`config.mk`:
```
export PLATFORM = sky130hd
export DESIGN_NAME = refsw_top
export DESIGN_NICKNAME = d
export VERILOG_FILES = /design/src/rtl/refsw_pkg.sv /design/src/rtl/refsw_edge_detect.sv /design/src/rtl/refsw_phase_timer.sv /design/src/rtl/refsw_switch_ctrl.sv /design/src/rtl/refsw_edge_delay.sv /design/src/rtl/refsw_top.sv
export SDC_FILE = /design/constraint.sdc
export NUM_CORES = 1
export LEC_CHECK = 0
export ABC_CLOCK_PERIOD_IN_PS = 9400
export BUFFER_PORTS_ARGS = -buffer_cell sky130_fd_sc_hd__buf_2
export CAP_MARGIN = 10
export CELL_PAD_IN_SITES_DETAIL_PLACEMENT = 1
export CELL_PAD_IN_SITES_GLOBAL_PLACEMENT = 2
export CORE_MARGIN = 1
export CORE_UTILIZATION = 30
export CTS_CLUSTER_SIZE = 8
export DETAILED_ROUTE_END_ITERATION = 6
export GPL_ROUTABILITY_DRIVEN = 0
export HOLD_SLACK_MARGIN = 0.02
export PLACE_DENSITY = 0.73
export SLEW_MARGIN = 20
export SYNTH_ARGS = -nofsm -noshare
export SYNTH_HDL_FRONTEND = slang
export SYNTH_SLANG_ARGS = --single-unit
```
`constraint.sdc`:
```
create_clock -name clk -period 9.4 [get_ports clk]
set_clock_uncertainty 0.05 [all_clocks]
set_input_delay 0.47 -clock clk [delete_from_list [all_inputs] [get_ports clk]]
set_output_delay 0.47 -clock clk [all_outputs]
set_load 0.005 [all_outputs]
```
`src/rtl/refsw_pkg.sv`:
```
package refsw_pkg;

    localparam int unsigned NUM_REFS = 2;

    typedef enum logic [1:0] {
        FSEL_19M44 = 2'b00,
        FSEL_8K    = 2'b01,
        FSEL_1M544 = 2'b10,
        FSEL_2M048 = 2'b11
    } fsel_e;

    typedef enum logic [1:0] {
        SW_STEADY  = 2'd0,
        SW_ARM     = 2'd1,
        SW_MEASURE = 2'd2
    } sw_state_e;

    typedef struct packed {
        logic active;
        logic done;
    } sw_status_t;

    function automatic int unsigned ref_hz(input logic [1:0] code);
        case (fsel_e'(code))
            FSEL_19M44: return 19_440_000;
            FSEL_8K:    return 8_000;
            FSEL_1M544: return 1_544_000;
            default:    return 2_048_000;
        endcase
    endfunction

    function automatic int unsigned period_cycles(input int unsigned sys_hz,
                                                  input logic [1:0] code);
        int unsigned f;
        f = ref_hz(code);
        return (sys_hz + f / 2) / f;
    endfunction

    function automatic int unsigned max_period(input int unsigned sys_hz);
        int unsigned m;
        m = 1;
        for (int c = 0; c < 4; c++) begin
            if (period_cycles(sys_hz, 2'(c)) > m) m = period_cycles(sys_hz, 2'(c));
        end
        return m;
    endfunction

    // (acc + t_old - t_new) reduced into [0, per)
    function automatic int unsigned wrap_offset(input int unsigned acc,
                                                input int unsigned t_old,
                                                input int unsigned t_new,
                                                input int unsigned per);
        int unsigned x;
        x = acc + t_old + per - t_new;
        if (x >= 2 * per)  x = x - 2 * per;
        else if (x >= per) x = x - per;
        return x;
    endfunction

endpackage

```
`src/rtl/refsw_edge_detect.sv`:
```
module refsw_edge_detect #(
    parameter int SYNC_STAGES = 2
) (
    input  logic clk,
    input  logic rst,
    input  logic ref_in,
    output logic fall
);
    localparam int SH_W = SYNC_STAGES + 1;

    logic [SH_W-1:0] sh_q;

    always_ff @(posedge clk) begin
        if (rst) sh_q <= '0;
        else     sh_q <= {sh_q[SH_W-2:0], ref_in};
    end

    // previous synchronized sample high, current low
    assign fall = sh_q[SH_W-1] & ~sh_q[SH_W-2];

endmodule

```
`src/rtl/refsw_phase_timer.sv`:
```
module refsw_phase_timer
    import refsw_pkg::*;
#(
    parameter int CNT_W = 8
) (
    input  logic                               clk,
    input  logic                               rst,
    input  logic [CNT_W-1:0]                   period,
    input  logic [NUM_REFS-1:0]                fall,
    output logic [CNT_W-1:0]                   phase,
    output logic [NUM_REFS-1:0][CNT_W-1:0]     stamp
);
    always_ff @(posedge clk) begin
        if (rst)                              phase <= '0;
        else if (phase >= period - CNT_W'(1)) phase <= '0;
        else                                  phase <= phase + CNT_W'(1);
    end

    for (genvar g = 0; g < NUM_REFS; g++) begin : g_stamp
        always_ff @(posedge clk) begin
            if (rst)          stamp[g] <= '0;
            else if (fall[g]) stamp[g] <= phase;
        end
    end

endmodule

```
`src/rtl/refsw_switch_ctrl.sv`:
```
module refsw_switch_ctrl
    import refsw_pkg::*;
#(
    parameter int CNT_W = 8
) (
    input  logic                           clk,
    input  logic                           rst,
    input  logic                           sel_sec,
    input  logic                           tie_en,
    input  logic [NUM_REFS-1:0]            fall,
    input  logic [CNT_W-1:0]               phase,
    input  logic [NUM_REFS-1:0][CNT_W-1:0] stamp,
    input  logic [CNT_W-1:0]               period,
    output logic                           launch,
    output logic [CNT_W-1:0]               launch_dly,
    output logic [CNT_W-1:0]               ofs,
    output sw_status_t                     status
);
    sw_state_e        state_q;
    logic             act_q;
    logic             done_q;
    logic [CNT_W-1:0] ofs_q;

    logic             tgt;
    logic             want_switch;
    logic [CNT_W-1:0] old_ts;
    logic [CNT_W-1:0] ofs_next;
    logic             latch;

    always_comb begin
        tgt         = ~act_q;
        want_switch = (sel_sec != act_q);
        old_ts      = fall[act_q] ? phase : stamp[act_q];
        ofs_next    = CNT_W'(wrap_offset(32'(ofs_q), 32'(old_ts),
                                         32'(phase), 32'(period)));
        latch       = tie_en && (state_q == SW_MEASURE) && want_switch && fall[tgt];
        launch      = latch | fall[act_q];
        if (latch)       launch_dly = ofs_next;
        else if (tie_en) launch_dly = ofs_q;
        else             launch_dly = '0;
    end

    always_ff @(posedge clk) begin
        if (rst) begin
            state_q <= SW_STEADY;
            act_q   <= 1'b0;
            ofs_q   <= '0;
            done_q  <= 1'b0;
        end else begin
            done_q <= 1'b0;
            if (!tie_en) begin
                state_q <= SW_STEADY;
                ofs_q   <= '0;
                if (want_switch) begin
                    act_q  <= tgt;
                    done_q <= 1'b1;
                end
            end else begin
                case (state_q)
                    SW_STEADY: begin
                        if (want_switch) state_q <= SW_ARM;
                    end
                    SW_ARM: begin
                        if (!want_switch)  state_q <= SW_STEADY;
                        else if (fall[tgt]) state_q <= SW_MEASURE;
                    end
                    SW_MEASURE: begin
                        if (!want_switch) begin
                            state_q <= SW_STEADY;
                        end else if (fall[tgt]) begin
                            act_q   <= tgt;
                            ofs_q   <= ofs_next;
                            done_q  <= 1'b1;
                            state_q <= SW_STEADY;
                        end
                    end
                    default: state_q <= SW_STEADY;
                endcase
            end
        end
    end

    assign ofs           = ofs_q;
    assign status.active = act_q;
    assign status.done   = done_q;

endmodule

```
`src/rtl/refsw_edge_delay.sv`:
```
module refsw_edge_delay #(
    parameter int CNT_W = 8
) (
    input  logic             clk,
    input  logic             rst,
    input  logic             launch,
    input  logic [CNT_W-1:0] launch_dly,
    output logic             edge_out
);
    logic             pend_q;
    logic [CNT_W-1:0] cnt_q;
    logic             fire;

    assign fire = (launch && (launch_dly == '0)) || (pend_q && (cnt_q == CNT_W'(1)));

    always_ff @(posedge clk) begin
        if (rst) begin
            pend_q   <= 1'b0;
            cnt_q    <= '0;
            edge_out <= 1'b0;
        end else begin
            edge_out <= fire;
            if (launch && (launch_dly != '0)) begin
                pend_q <= 1'b1;
                cnt_q  <= launch_dly;
            end else if (pend_q) begin
                cnt_q <= cnt_q - CNT_W'(1);
                if (cnt_q == CNT_W'(1)) pend_q <= 1'b0;
            end
        end
    end

endmodule

```
`src/rtl/refsw_top.sv`:
```
module refsw_top
    import refsw_pkg::*;
#(
    parameter int unsigned SYS_CLK_HZ  = 77_760_000,
    parameter int          SYNC_STAGES = 2
) (
    input  logic       clk,
    input  logic       rst,
    input  logic       ref_pri,
    input  logic       ref_sec,
    input  logic       sel_sec,
    input  logic       tie_en,
    input  logic [1:0] fsel,
    output logic       edge_out,
    output logic       active_sec,
    output logic       switch_done
);
    localparam int unsigned MAXP  = max_period(SYS_CLK_HZ);
    localparam int          CNT_W = $clog2(MAXP + 1);
    localparam logic [CNT_W-1:0] PER_19M44 = CNT_W'(period_cycles(SYS_CLK_HZ, 2'b00));
    localparam logic [CNT_W-1:0] PER_8K    = CNT_W'(period_cycles(SYS_CLK_HZ, 2'b01));
    localparam logic [CNT_W-1:0] PER_1M544 = CNT_W'(period_cycles(SYS_CLK_HZ, 2'b10));
    localparam logic [CNT_W-1:0] PER_2M048 = CNT_W'(period_cycles(SYS_CLK_HZ, 2'b11));

    logic [1:0]                     code_q;
    logic [CNT_W-1:0]               period;
    logic [NUM_REFS-1:0]            ref_vec;
    logic [NUM_REFS-1:0]            fall;
    logic [CNT_W-1:0]               phase;
    logic [NUM_REFS-1:0][CNT_W-1:0] stamp;
    logic                           launch;
    logic [CNT_W-1:0]               launch_dly;
    logic [CNT_W-1:0]               sw_ofs;
    sw_status_t                     status;

    // rate code held from reset
    always_ff @(posedge clk) begin
        if (rst) code_q <= fsel;
    end

    always_comb begin
        case (fsel_e'(code_q))
            FSEL_19M44: period = PER_19M44;
            FSEL_8K:    period = PER_8K;
            FSEL_1M544: period = PER_1M544;
            default:    period = PER_2M048;
        endcase
    end

    assign ref_vec = {ref_sec, ref_pri};

    for (genvar g = 0; g < NUM_REFS; g++) begin : g_ref
        refsw_edge_detect #(.SYNC_STAGES(SYNC_STAGES)) u_det (
            .clk    (clk),
            .rst    (rst),
            .ref_in (ref_vec[g]),
            .fall   (fall[g])
        );
    end

    refsw_phase_timer #(.CNT_W(CNT_W)) u_timer (
        .clk    (clk),
        .rst    (rst),
        .period (period),
        .fall   (fall),
        .phase  (phase),
        .stamp  (stamp)
    );

    refsw_switch_ctrl #(.CNT_W(CNT_W)) u_ctrl (
        .clk        (clk),
        .rst        (rst),
        .sel_sec    (sel_sec),
        .tie_en     (tie_en),
        .fall       (fall),
        .phase      (phase),
        .stamp      (stamp),
        .period     (period),
        .launch     (launch),
        .launch_dly (launch_dly),
        .ofs        (sw_ofs),
        .status     (status)
    );

    refsw_edge_delay #(.CNT_W(CNT_W)) u_delay (
        .clk        (clk),
        .rst        (rst),
        .launch     (launch),
        .launch_dly (launch_dly),
        .edge_out   (edge_out)
    );

    assign active_sec  = status.active;
    assign switch_done = status.done;

endmodule

```
# ---- Word-level counts from Yosys, hierarchy flattened
# Index checks and enable logic that the tools add are counted.
dict set report word_totals {
  output_inout_bits 3
  word_cells 96
  regBits 84
  input_bits 8
}
dict set report op_classes {
  reduce_logical 18
  n_addsub 8
  n_lt_le_gt_ge 5
  bitwise 7
  eq_ne 12
  muxes 33
}
# operator count
set ops {}
lappend ops {{14-bit two-way mux} 9}
lappend ops {{14-bit one-hot mux with 3 select lines} 1}
lappend ops {{32-bit by 14-bit >= comparator with 1-bit output} 1}
lappend ops {{32-bit by 15-bit >= comparator with 1-bit output} 1}
lappend ops {{32-bit by 14-bit subtractor with 32-bit output} 1}
lappend ops {{14-bit by 1-bit subtractor with 14-bit output, second input constant} 2}
lappend ops {{14-bit subtractor} 2}
lappend ops {{1-bit two-way mux} 17}
lappend ops {{15-bit by 14-bit adder with 16-bit output} 1}
lappend ops {{14-bit by 14-bit adder with 15-bit output} 1}
lappend ops {{14-bit by 1-bit adder with 14-bit output, second input constant} 1}
lappend ops {{14-bit by 1-bit equality test with 1-bit output, second input constant} 1}
lappend ops {{14-bit >= comparator} 1}
lappend ops {{14-bit logical NOT} 1}
lappend ops {{14-bit nonzero test} 1}
lappend ops {{2-bit two-way mux} 5}
lappend ops {{3-bit != test, second input constant} 3}
lappend ops {{1-bit logical AND} 6}
lappend ops {{2-bit by 1-bit != test with 1-bit output, second input constant} 3}
lappend ops {{2-bit one-hot mux with 3 select lines} 1}
lappend ops {{3-bit AND reduction} 2}
lappend ops {{2-bit by 1-bit equality test with 1-bit output, second input constant} 2}
lappend ops {{2-bit equality test, second input constant} 2}
lappend ops {{2-bit logical NOT} 2}
lappend ops {{other kinds (9)} 16}

# ---- Depth between registers and ports, before layout
# Gate-level depths: netlist of run 1.
dict set report depth {
  word_depth 15
  mapped_depth 33
  depth_no_buf 28
}

# ---- Cells and area by module
# A second synthesis of run 1 with hierarchy kept.
dict set report unflattened {
  hier_cells 918
  area_unflattened_um2 7612.3
}
# module cells_each n_inst area_per_inst_um2
set by_module_without_submodules {}
lappend by_module_without_submodules {refsw_switch_ctrl 562 1 4246.6}
lappend by_module_without_submodules {refsw_phase_timer 228 1 2128.3}
lappend by_module_without_submodules {refsw_edge_delay 102 1 927.1}
lappend by_module_without_submodules {refsw_edge_detect 7 2 87.6}
lappend by_module_without_submodules {refsw_top 12 1 135.1}

# ---- Worst setup path before layout of run 1
# Ideal clock, no wire load.
dict set report synth_timing {
  kind {reg2reg}
  start {reg g_ref[0].u_det.sh_q[1]}
  end {reg u_delay.cnt_q[10]}
  setup_time_ns 0.121
  period_less_slack_ns 7.942
  arrival_time_ns 7.770
  path_slack_ns 1.458
  path_stages_with_launch 29
  required_ns 9.229
  cell_sequence {dfxtp_1 > nand2b_1 > clkbuf_1 > nor2_1 > a21oi_1 > clkbuf_1 > clkbuf_1 > a21oi_1 > fa_1 > fa_1 > ha_1 > fa_1 > a211oi_4 > o21a_1 > xnor2_1 > ha_1 > or3_1 > o32ai_2 > a22oi_1 > o41a_1 > or3_1 > buf_6 > mux2i_1 > a221oi_1 > o311ai_0 > or4_4 > o41ai_4 > buf_6 > mux2_4}
}
dict set report synth_between {
  elab_chain_cells 15
  word_cells_on_any_way 23
}
# item line
set synth_lines {}
lappend synth_lines {{start: declaration} refsw_edge_detect.sv:11} ;# logic [SH_W-1:0] sh_q;
lappend synth_lines {{start signal: assignment} refsw_edge_detect.sv:15} ;# else sh_q <= {sh_q[SH_W-2:0], ref_in};
lappend synth_lines {{1-bit NOT (*)} refsw_edge_detect.sv:19} ;# assign fall = sh_q[SH_W-1] & ~sh_q[SH_W-2];
lappend synth_lines {{1-bit bitwise AND (*)} refsw_edge_detect.sv:19}
lappend synth_lines {{1-bit two-way mux (not written as such) (2 in a row)} {refsw_switch_ctrl.sv:33, refsw_switch_ctrl.sv:37}}
lappend synth_lines {{14-bit two-way mux} refsw_switch_ctrl.sv:33} ;# old_ts = fall[act_q] ? phase : stamp[act_q];
lappend synth_lines {{14-bit by 14-bit adder with 15-bit output} refsw_pkg.sv:54} ;# x = acc + t_old + per - t_new;
lappend synth_lines {{15-bit by 14-bit adder with 16-bit output} refsw_pkg.sv:54}
lappend synth_lines {{32-bit by 14-bit subtractor with 32-bit output} refsw_pkg.sv:54}
lappend synth_lines {{32-bit by 14-bit >= comparator with 1-bit output or 14-bit subtractor (tied branches)} refsw_pkg.sv:56} ;# else if (x >= per) x = x - per;
lappend synth_lines {{14-bit two-way mux} refsw_pkg.sv:56}
lappend synth_lines {{14-bit two-way mux} refsw_pkg.sv:55} ;# if (x >= 2 * per) x = x - 2 * per;
lappend synth_lines {{14-bit two-way mux} refsw_switch_ctrl.sv:38} ;# if (latch) launch_dly = ofs_next;
lappend synth_lines {{14-bit nonzero test} refsw_edge_delay.sv:23} ;# if (launch && (launch_dly != '0)) begin
lappend synth_lines {{1-bit logical AND} refsw_edge_delay.sv:23}
lappend synth_lines {{14-bit two-way mux or 2-bit nonzero test (tied branches)} n/a}
lappend synth_lines {{end signal: assignment} refsw_edge_delay.sv:25} ;# cnt_q <= launch_dly;
lappend synth_lines {{end signal: assignment} refsw_edge_delay.sv:27} ;# cnt_q <= cnt_q - CNT_W'(1);
lappend synth_lines {{end: declaration} refsw_edge_delay.sv:11} ;# logic [CNT_W-1:0] cnt_q;
# Mark *: on every way between the ends. The rest lies on a longest branch, timed or not. The select of a mux whose other input is x is not followed.
# A chain may end at the register's enable or synchronous reset.

# ---- Worst setup path after layout of run 1
dict set report layout_timing {
  start {reg u_ctrl.act_q}
  end {reg u_delay.cnt_q[10]}
}
dict set report layout_between {
  elab_chain_cells 13
  word_cells_on_any_way 25
}
# item line
set layout_lines {}
lappend layout_lines {{start: declaration} refsw_switch_ctrl.sv:20} ;# logic act_q;
lappend layout_lines {{start signal: assignment} refsw_switch_ctrl.sv:55} ;# act_q <= tgt;
lappend layout_lines {{start signal: assignment} refsw_switch_ctrl.sv:71} ;# act_q <= tgt;
lappend layout_lines {{14-bit two-way mux (not written as such) or 1-bit two-way mux (tied branches) (2 in a row)} {refsw_switch_ctrl.sv:33, refsw_switch_ctrl.sv:37}}
lappend layout_lines {{14-bit two-way mux} refsw_switch_ctrl.sv:33}
lappend layout_lines {{14-bit by 14-bit adder with 15-bit output} refsw_pkg.sv:54}
lappend layout_lines {{15-bit by 14-bit adder with 16-bit output} refsw_pkg.sv:54}
lappend layout_lines {{32-bit by 14-bit subtractor with 32-bit output} refsw_pkg.sv:54}
lappend layout_lines {{32-bit by 14-bit >= comparator with 1-bit output or 14-bit subtractor (tied branches)} refsw_pkg.sv:56}
lappend layout_lines {{14-bit two-way mux} refsw_pkg.sv:56}
lappend layout_lines {{14-bit two-way mux} refsw_pkg.sv:55}
lappend layout_lines {{14-bit two-way mux} refsw_switch_ctrl.sv:38}
lappend layout_lines {{14-bit nonzero test} refsw_edge_delay.sv:23}
lappend layout_lines {{1-bit logical AND} refsw_edge_delay.sv:23}
lappend layout_lines {{14-bit two-way mux or 2-bit nonzero test (tied branches)} n/a}
# Several ways; a longest one is shown, not always the timed one. The select of a mux whose other input is x is not followed.

==> run summary, run 1 <==
clock latency on the worst-skew pair - 0.36 ns
clock input transition at the sequential cells of the worst setup and hold paths - 0.07 ns
CTS hold repair buffers - 0
static leakage - 3.096 nW
number of antenna-violating nets in the routed design - 0
switching share of power - 0.4610
maximum single-stage delay on the critical path - 0.65 ns
combinational power share - 0.579
count of TritonRoute iterations in the first routing pass - 6
via-per-instance ratio - 5.281
clock power share - 0.208
total non-filler cell area in the finished layout - 7858 um^2
number of hold violations in the final report - 0
number of global-route vias before repair - 6,463
power density cells - 222.0 nW/um^2
proportion of layout cells with a drive suffix above 1 - 0.08305
Syn Inst Count - 880
endpoint kind of the worst setup timing path - flip-flop
Max-Slew Margin vs Limit - 0.3850
cell area after placement - 7552 um^2
final antenna diode count - 0
Die Wd - 156.6 um
min cycle time layout - 8.848 ns
area added between synthesis and finish - 9.580%
initial core utilization - 0.3055
type of the most critical hold path - input pin to flip-flop
global-route wire length before repair - 36.76 mm
H-Tree Level Count - 3
via count of the routed design - 6,327
I/O Pins - 11
setup total negative slack - 0 ns
number of gates resized after CTS - 0
most frequently used cell type in the post-synthesis netlist - sky130_fd_sc_hd__nand2_1
library cells used by synthesis - 85
total CTS buffers - 9
Root Driver - sky130_fd_sc_hd__clkbuf_16
share of synthesized flip-flops with an asynchronous set or reset - 0
transition time at the pin with the least slew margin - 0.9146 ns
Post-synth top cells - sky130_fd_sc_hd__nand2_1, sky130_fd_sc_hd__dfxtp_1, sky130_fd_sc_hd__a21oi_1
setup violators final - 0
area of the mapped netlist - 7171 um^2
kind of cell adding the most delay to the critical path - compound AO/OA/AOI/OAI gates
number of standard-cell rows in the floorplan - 56
clk buf depth - 2
Reg power frac - 0.212
Yosys top cell area share - 0.2289
crit start category - flip-flop
required time at the worst-slack endpoint - 9.60 ns
gr ovfl total - 0
filler cell count in the final layout - 2,814
Max Clock Freq - 113.0 MHz
CTS tree - yes
area of the die - 24,530 um^2
wire length reported by the detailed router - 22.92 mm
status - finished clean
buffer and inverter count on the worst path - 3
Internal - 0.9401 mW
cell with the largest stage delay on the worst path - sky130_fd_sc_hd__dfxtp_1
hpwl dp - 18.15 mm
count of input and output buffers - 10
initial antenna violation count - 0
synthesis-stage register bit count - 84
register cell area after layout - 1702 um^2
Crit Path Category - flip-flop to flip-flop
core area - 23,470 um^2
total routing resource utilization after global routing - 0.1968
average detailed-routed wire length per instance - 19.13 um
final count of pins violating max slew - 0
number of setup buffers added after CTS - 0
EDFF count, synth - 2
number of clock sinks - 84
DRC - 0
count of routing violations after the opening detailed-route iteration - 412
register area share after synthesis - 0.2373
Max-cap violations - 0
net count reported at finish - 969
cell taking the most area after synthesis - sky130_fd_sc_hd__dfxtp_1
syn avg cell area - 8.148 um^2
Net Switching - 0.8040 mW
Syn. warnings - 0
Max VDD drop - 100.8 uV
arrival time at the worst endpoint - 9.04 ns
Final Cycle Share - 0.9413
Synth area leaders - sky130_fd_sc_hd__dfxtp_1, sky130_fd_sc_hd__ha_1, sky130_fd_sc_hd__fa_1
largest net degree at the start of global routing - 61
top fanout value on the critical path - 17
die extent in y - 156.6 um
setup repair after global routing missed its margin - false
Post-synth top flop - sky130_fd_sc_hd__dfxtp_1
multi-input combinational cell area - 5090 um^2
[final cells by class]
cell class | instances | area share
clock inverter | 7 | 0.009713
inverter | 58 | 0.02771
multi-input combinational | 698 | 0.6478
tap | 319 | 0.05080
sequential | 84 | 0.2166
clock buffer | 9 | 0.02866
timing repair buffer | 23 | 0.01879
[power groups by stage]
stage,logic (mW),clock network (mW),registers (mW)
after global routing,1.10,0.387,0.371
after CTS,0.996,0.375,0.370
after detailed placement,0.986,0,0.379
after floorplan,0.737,0,0.375
final,1.01,0.363,0.370
after global placement,0.989,0,0.379
[worst paths after layout]
kind / from / end / slack (ns) / depth (start not counted)
min reg2reg: g_ref[0].u_det.sh_q[0]$_SDFF_PP0_ / g_ref[0].u_det.sh_q[1]$_SDFF_PP0_ / 0.40 / 1
max: u_ctrl.act_q$_SDFFE_PP0P_ / u_delay.cnt_q[10]$_SDFFE_PP0P_ / 0.55 / 25
min: fsel[1] / code_q[1]$_DFFE_PP_ / 0.25 / 1
max reg2reg: u_ctrl.act_q$_SDFFE_PP0P_ / u_delay.cnt_q[10]$_SDFFE_PP0P_ / 0.55 / 25
[cells in the final DEF, fill, tap and decap left out, types with 4 or more instances in the layout]
| cell | n |
|---|---|
| sky130_fd_sc_hd__a211oi_1 | 14 |
| sky130_fd_sc_hd__clkbuf_16 | 9 |
| sky130_fd_sc_hd__and2_1 | 9 |
| sky130_fd_sc_hd__fa_1 | 26 |
| sky130_fd_sc_hd__or2_2 | 5 |
| sky130_fd_sc_hd__xnor2_1 | 28 |
| sky130_fd_sc_hd__nand2b_1 | 14 |
| sky130_fd_sc_hd__nand4_1 | 10 |
| sky130_fd_sc_hd__xor2_1 | 19 |
| sky130_fd_sc_hd__buf_4 | 13 |
| sky130_fd_sc_hd__mux2_4 | 8 |
| sky130_fd_sc_hd__or3_1 | 8 |
| sky130_fd_sc_hd__and3_1 | 8 |
| sky130_fd_sc_hd__nor3_1 | 15 |
| sky130_fd_sc_hd__o31ai_1 | 4 |
| sky130_fd_sc_hd__a31oi_1 | 4 |
| sky130_fd_sc_hd__nand3_1 | 16 |
| sky130_fd_sc_hd__nor4_1 | 20 |
| sky130_fd_sc_hd__a21oi_1 | 77 |
| sky130_fd_sc_hd__o21a_1 | 21 |
| sky130_fd_sc_hd__or4_1 | 4 |
| sky130_fd_sc_hd__nand2_1 | 117 |
| sky130_fd_sc_hd__o21ai_0 | 27 |
| sky130_fd_sc_hd__nor2_1 | 58 |
| sky130_fd_sc_hd__mux2i_1 | 18 |
| sky130_fd_sc_hd__o21ai_1 | 4 |
| sky130_fd_sc_hd__buf_2 | 10 |
| sky130_fd_sc_hd__dfxtp_1 | 82 |
| sky130_fd_sc_hd__o31a_1 | 4 |
| sky130_fd_sc_hd__a21o_1 | 4 |
| sky130_fd_sc_hd__inv_1 | 58 |
| sky130_fd_sc_hd__ha_1 | 61 |
| sky130_fd_sc_hd__nor2b_1 | 21 |
[per-layer routing]
layer / part of all wire / vias up / wire, um / global-route usage
li1: - / 3089 / - / -
met1: 0.49 / 3150 / 11270 / 0.2680
met2: 0.48 / 71 / 10890 / 0.3270
met3: 0.020 / 17 / 455 / 0.02686
met4: 0.013 / 0 / 301 / 0.04622
met5: 0 / - / 0 / 0
[state kept, by name (all words and copies together) (netlist names)]
| signal | flops |
|---|---|
| u_ctrl.ofs | 14 |
| u_delay.cnt_q | 14 |
| g_ref.u_det.sh_q | 6 |
| u_delay.pend_q | 1 |
| u_ctrl.state_q | 2 |
| u_ctrl.act_q | 1 |
| code_q | 2 |
| u_ctrl.done_q | 1 |
| u_timer.phase | 14 |
| u_timer.stamp | 28 |
| u_delay.edge_out | 1 |
[per-stage QoR]
stage | cells | hold slack [ns] | worst slack (ns) | total power, mW | util
after CTS | 1198 | 0.2304 | 0.5610 | 1.741 | 0.3346
final | 1198 | 0.2494 | 0.5520 | 1.744 | 0.3348
after detailed placement | 1182 | 0.3770 | 0.5977 | 1.365 | 0.3217
after floorplan | 882 | 0.3543 | 1.458 | 1.112 | -
after global routing | 1198 | 0.2403 | 0.03063 | 1.859 | 0.3348
after global placement | 1182 | 0.3765 | 0.8316 | 1.368 | 0.3217
[kinds of logic (layout without fill, tap and decap cells)]
| family | after synthesis | in the layout | synth area share |
|---|---|---|---|
| mux | 28 | 28 | 0.04502 |
| flops | 84 | 84 | 0.2373 |
| compound gates | 216 | 216 | 0.2108 |
| simple gates | 316 | 316 | 0.2127 |
| fa+ha+maj | 87 | 87 | 0.1790 |
| xor+xnor | 48 | 48 | 0.05968 |
| buf+inv | 100 | 97 | 0.05496 |
| other cells | 1 | 3 | 0.0005230 |
Power figures use the tool's default switching activity.
==> inputs of run 2 (changes only) <==
Settings changed: CTS_BUF_LIST set to sky130_fd_sc_hd__clkbuf_2 sky130_fd_sc_hd__clkbuf_4 sky130_fd_sc_hd__clkbuf_8.
==> run 2 against run 1 <==
Worst hold slack got worse by 0.039 ns. Global-route usage fell by 0.11 points. Clock power fell by 25%. Combinational power barely moved. Non-clock buffer count did not move. Cell count did not move. Fmax fell by 0.67%. Die area did not move. Largest cell class unchanged.
==> run summary, run 2 (synthesized netlist as in run 1, its figures left out) <==
status - finished clean
most common cell after layout, fill and taps aside - sky130_fd_sc_hd__nand2_1
H-Tree Level Count - 3
worst reg2reg startpoint - u_ctrl.act_q$_SDFFE_PP0P_
static leakage - 3.050 nW
Crit Path Category - flip-flop to flip-flop
total routing resource utilization after global routing - 0.1957
min setup slack post-route - 0.4925 ns
type of the most critical hold path - input pin to flip-flop
required time at the worst-slack endpoint - 9.63 ns
DRC - 0
count of input and output buffers - 10
min cycle time layout - 8.907 ns
number of gates resized after CTS - 0
endpoint kind of the worst setup timing path - flip-flop
Root Driver - sky130_fd_sc_hd__clkbuf_8
total CTS buffers - 9
via count of the routed design - 6,316
count of TritonRoute iterations in the first routing pass - 5
count of routing violations after the opening detailed-route iteration - 385
setup repair after global routing missed its margin - false
gr ovfl total - 0
clock input transition at the sequential cells of the worst setup and hold paths - 0.11 ns
final count of pins violating max slew - 0
post-layout instance count excluding filler cells - 1,198
pre-CTS setup slack - 0.5977 ns
setup total negative slack - 0 ns
setup slack, reg-to-reg - 0.49 ns
FF-to-FF path depth - 25
cell with the largest stage delay on the worst path - sky130_fd_sc_hd__dfxtp_1
area added between synthesis and finish - 8.166%
number of cells on the worst hold path - 1
clock latency on the worst-skew pair - 0.39 ns
clk buf depth - 2
most frequent cells in the layout - sky130_fd_sc_hd__nand2_1, sky130_fd_sc_hd__dfxtp_1, sky130_fd_sc_hd__a21oi_1
average detailed-routed wire length per instance - 19.21 um
final antenna diode count - 0
total non-filler cell area in the finished layout - 7756 um^2
CTS tree - yes
crit start category - flip-flop
number of setup buffers added after CTS - 0
number of clock sinks - 84
global-route wire length before repair - 36.73 mm
hpwl dp - 18.15 mm
kind of cell adding the most delay to the critical path - compound AO/OA/AOI/OAI gates
wire length reported by the detailed router - 23.01 mm
net count reported at finish - 969
transition time at the pin with the least slew margin - 0.8930 ns
core area - 23,470 um^2
WHS Endpoint - code_q[1]$_DFFE_PP_
via-per-instance ratio - 5.272
CTS hold repair buffers - 0
largest net degree at the start of global routing - 61
I/O Pins - 11
Max VDD drop - 81.70 uV
hold path start - fsel[1]
top fanout value on the critical path - 17
number of global-route vias before repair - 6,455
initial core utilization - 0.3055
Largest register FFs - 28
die extent in y - 156.6 um
area of the die - 24,530 um^2
arrival time at the worst endpoint - 9.14 ns
number of hold violations in the final report - 0
proportion of layout cells with a drive suffix above 1 - 0.08305
# placed instances - 1,182
reg2reg end - u_delay.cnt_q[10]$_SDFFE_PP0P_
Die Wd - 156.6 um
buffer and inverter count on the worst path - 3
Max-cap violations - 0
Final Cycle Share - 0.9476
setup violators final - 0
power density cells - 213.0 nW/um^2
Max Clock Freq - 112.3 MHz
initial antenna violation count - 0
number of standard-cell rows in the floorplan - 56
cell area after placement - 7552 um^2
maximum single-stage delay on the critical path - 0.66 ns
Reg with most FFs - u_timer.stamp
total power - 1.652 mW
number of antenna-violating nets in the routed design - 0
Max-Slew Margin vs Limit - 0.3996
-- run 2: report_power, final --
| part | switching (mW) | internal (mW) |
|---|---|---|
| Sequential | 0.00766 | 0.363 |
| Combinational | 0.621 | 0.389 |
| Clock | 0.167 | 0.105 |
-- run 2: layout make-up --
type / instances / area, um^2
fill: 2831 / 15720
multi-input combinational: 698 / 5090
sequential: 84 / 1702
tap: 319 / 399.1
inverter: 58 / 217.7
timing repair buffer: 23 / 147.6
clock buffer: 9 / 123.9
clock inverter: 7 / 76.32
-- run 2: worst reg2reg max path: stages (launching register included) --
cell,delay (ns)
sky130_fd_sc_hd__dfxtp_1,0.66
sky130_fd_sc_hd__nor2_1,0.13
sky130_fd_sc_hd__a21oi_2,0.48
sky130_fd_sc_hd__buf_4,0.33
sky130_fd_sc_hd__a21oi_1,0.12
sky130_fd_sc_hd__fa_1,0.51
sky130_fd_sc_hd__fa_1,0.53
sky130_fd_sc_hd__ha_1,0.32
sky130_fd_sc_hd__a21oi_1,0.27
sky130_fd_sc_hd__or2_1,0.20
sky130_fd_sc_hd__a211oi_1,0.08
sky130_fd_sc_hd__nor3_1,0.53
sky130_fd_sc_hd__inv_1,0.20
sky130_fd_sc_hd__ha_1,0.43
sky130_fd_sc_hd__and3_1,0.19
sky130_fd_sc_hd__nand4_1,0.10
sky130_fd_sc_hd__a22oi_1,0.10
sky130_fd_sc_hd__o41a_1,0.43
sky130_fd_sc_hd__or3_1,0.54
sky130_fd_sc_hd__mux2i_1,0.18
sky130_fd_sc_hd__a221oi_1,0.38
sky130_fd_sc_hd__o311ai_0,0.21
sky130_fd_sc_hd__or4_4,0.59
sky130_fd_sc_hd__o41ai_4,0.65
sky130_fd_sc_hd__buf_4,0.28
sky130_fd_sc_hd__mux2_4,0.31
-- run 2: how the worst max path moves through the flow --
stage	startpoint	end	slack, ns	depth (start not counted)
after floorplan	g_ref[0].u_det.sh_q[1]$_SDFF_PP0_	u_delay.cnt_q[10]$_SDFFE_PP0P_	1.46	28
after CTS	u_ctrl.act_q$_SDFFE_PP0P_	u_delay.cnt_q[11]$_SDFFE_PP0P_	0.56	25
final	u_ctrl.act_q$_SDFFE_PP0P_	u_delay.cnt_q[10]$_SDFFE_PP0P_	0.49	25
after detailed placement	u_ctrl.act_q$_SDFFE_PP0P_	u_delay.cnt_q[9]$_SDFFE_PP0P_	0.60	25
after global routing	u_ctrl.act_q$_SDFFE_PP0P_	u_delay.cnt_q[11]$_SDFFE_PP0P_	0.01	27
after global placement	u_ctrl.act_q$_SDFFE_PP0P_	u_delay.cnt_q[9]$_SDFFE_PP0P_	0.83	23
-- run 2: routing by layer --
layer  up-vias  share of wire  track usage
li1       3083              -            -
met1      3127           0.49       0.2680
met2        89           0.48       0.3278
met3        17          0.024      0.02659
met4         0          0.012      0.03641
met5         -              0            0
-- run 2: metrics by stage --
stage,hold WS [ns],util
after detailed placement,0.3770,0.3217
after global placement,0.3765,0.3217
after CTS,0.1910,0.3303
final,0.2099,0.3304
after floorplan,0.3543,-
after global routing,0.1982,0.3304
==> inputs of run 3 (changes only) <==
Settings changed: REMOVE_ABC_BUFFERS set to 1.
==> run 3 against run 2 <==
Cell count hardly changed. First-iteration DRC count up 3.9%. Flip-flop and latch count unchanged. Combinational power is essentially flat. Sequential power about the same. Global-route usage down 0.20 points. Non-clock buffer count shrank 1. Register-to-register slack better by 0.46 ns. Critical path depth unchanged. Sequential share of layout area shrank 0.064 points. Fmax rose by 5.4%. Critical path type unchanged. Critical endpoint is now u_delay.cnt_q[0]$_SDFFE_PP0P_. Largest power group unchanged.
==> run summary, run 3 (synthesized netlist as in run 1, its figures left out) <==
status - finished clean
clock input transition at the sequential cells of the worst setup and hold paths - 0.11 ns
Max Clock Freq - 118.3 MHz
Net Switching - 0.7899 mW
type of the most critical hold path - input pin to flip-flop
static leakage - 3.058 nW
final antenna diode count - 0
most frequent cells in the layout - sky130_fd_sc_hd__nand2_1, sky130_fd_sc_hd__dfxtp_1, sky130_fd_sc_hd__a21oi_1
core area - 23,470 um^2
average detailed-routed wire length per instance - 19.10 um
H-Tree Level Count - 3
number of global-route vias before repair - 6,434
CTS hold repair buffers - 0
initial core utilization - 0.3055
count of input and output buffers - 10
total routing resource utilization after global routing - 0.1937
pre-CTS setup slack - 0.9782 ns
via-per-instance ratio - 5.294
number of standard-cell rows in the floorplan - 56
Crit Path Category - flip-flop to flip-flop
CTS tree - yes
top fanout value on the critical path - 12
number of antenna-violating nets in the routed design - 0
setup total negative slack - 0 ns
most common cell after layout, fill and taps aside - sky130_fd_sc_hd__nand2_1
number of setup buffers added after CTS - 0
via count of the routed design - 6,337
transition time at the pin with the least slew margin - 0.7278 ns
combinational power share - 0.603
arrival time at the worst endpoint - 8.66 ns
endpoint kind of the worst setup timing path - flip-flop
min setup slack post-route - 0.9490 ns
clk buf depth - 2
Final Cycle Share - 0.8990
net count reported at finish - 968
Max-cap violations - 0
number of gates resized after CTS - 0
count of TritonRoute iterations in the first routing pass - 5
Max VDD drop - 87.98 uV
required time at the worst-slack endpoint - 9.61 ns
final count of pins violating max slew - 0
Largest register FFs - 28
setup repair after global routing missed its margin - false
I/O Pins - 11
DRC - 0
gr ovfl total - 0
setup violators final - 0
initial antenna violation count - 1
power density cells - 218.8 nW/um^2
proportion of layout cells with a drive suffix above 1 - 0.08200
area of the die - 24,530 um^2
min cycle time layout - 8.451 ns
Internal - 0.9118 mW
Root Driver - sky130_fd_sc_hd__clkbuf_8
Max-Slew Margin vs Limit - 0.5107
total CTS buffers - 9
Reg power frac - 0.218
number of hold violations in the final report - 0
clock latency on the worst-skew pair - 0.37 ns
largest net degree at the start of global routing - 61
die extent in y - 156.6 um
count of routing violations after the opening detailed-route iteration - 400
number of clock sinks - 84
clock power share - 0.179
Reg with most FFs - u_timer.stamp
wire length reported by the detailed router - 22.86 mm
global-route wire length before repair - 36.40 mm
switching share of power - 0.4642
area added between synthesis and finish - 8.480%
Die Wd - 156.6 um
hpwl dp - 18.01 mm
total power - 1.702 mW
crit start category - flip-flop
run 3: final cells by class:
cell class                      count  area, um^2
Fill cell                        2844       15690
Multi-Input combinational cell    698        5090
Sequential cell                    84        1702
Tap cell                          319       399.1
Inverter                           58       217.7
Clock buffer                       11       145.1
Timing Repair Buffer               22       140.1
Clock inverter                      5       85.08
run 3: path summary, 6_finish.rpt:
path | end | startpoint | cells past startpoint | slack (ns)
max | u_delay.cnt_q[0]$_SDFFE_PP0P_ | code_q[1]$_DFFE_PP_ | 25 | 0.95
min | code_q[1]$_DFFE_PP_ | fsel[1] | 1 | 0.25
max reg2reg | u_delay.cnt_q[0]$_SDFFE_PP0P_ | code_q[1]$_DFFE_PP_ | 25 | 0.95
min reg2reg | g_ref[1].u_det.sh_q[1]$_SDFF_PP0_ | g_ref[1].u_det.sh_q[0]$_SDFF_PP0_ | 1 | 0.40
run 3: power by group through the flow:
| stage | clock network, mW | registers [mW] | logic [mW] |
|---|---|---|---|
| 2_1_floorplan | 0 | 0.377 | 0.727 |
| 3_3_place_gp | 0 | 0.378 | 1.01 |
| 3_5_place_dp | 0 | 0.379 | 1.01 |
| 4_1_cts | 0.313 | 0.370 | 1.02 |
| 5_1_grt | 0.329 | 0.372 | 1.12 |
| 6_report | 0.305 | 0.370 | 1.03 |
run 3: worst max-delay path: stages, from the launching register on:
cell and delay [ns]:
sky130_fd_sc_hd__edfxtp_1 0.44, sky130_fd_sc_hd__inv_1 0.14, sky130_fd_sc_hd__ha_1 0.42, sky130_fd_sc_hd__inv_1 0.43, sky130_fd_sc_hd__fa_1 0.63, sky130_fd_sc_hd__inv_1 0.06
sky130_fd_sc_hd__fa_1 0.46, sky130_fd_sc_hd__ha_1 0.44, sky130_fd_sc_hd__o21ai_1 0.11, sky130_fd_sc_hd__o21bai_2 0.30, sky130_fd_sc_hd__nor4_1 0.11, sky130_fd_sc_hd__nor3_1 0.40
sky130_fd_sc_hd__inv_1 0.18, sky130_fd_sc_hd__ha_1 0.42, sky130_fd_sc_hd__and3_1 0.19, sky130_fd_sc_hd__nand4_1 0.12, sky130_fd_sc_hd__a22oi_1 0.10, sky130_fd_sc_hd__o41a_1 0.43
sky130_fd_sc_hd__or3_1 0.54, sky130_fd_sc_hd__mux2i_1 0.19, sky130_fd_sc_hd__a221oi_1 0.39, sky130_fd_sc_hd__o311ai_0 0.22, sky130_fd_sc_hd__or4_4 0.59, sky130_fd_sc_hd__o41ai_4 0.35
sky130_fd_sc_hd__buf_4 0.28, sky130_fd_sc_hd__mux2_1 0.34
run 3: layer usage:
layer  up-vias  GRT usage  wire (um)
met5         -          0          0
met4         0    0.03968        284
met3        16    0.02769        695
met2       106     0.3231      10800
met1      3131     0.2642      11080
li1       3084          -          -
run 3: metrics by stage:
stage / instance area (um^2) / utilization / hold WS, ns / std cells
final: 7779 / 0.3314 / 0.2458 / 1197
after global routing: 7779 / 0.3314 / 0.2186 / 1197
after CTS: 7775 / 0.3312 / 0.2321 / 1197
after detailed placement: 7545 / 0.3214 / 0.3843 / 1181
after global placement: 7545 / 0.3214 / 0.3663 / 1181
after floorplan: 7002 / - / 0.3543 / 840
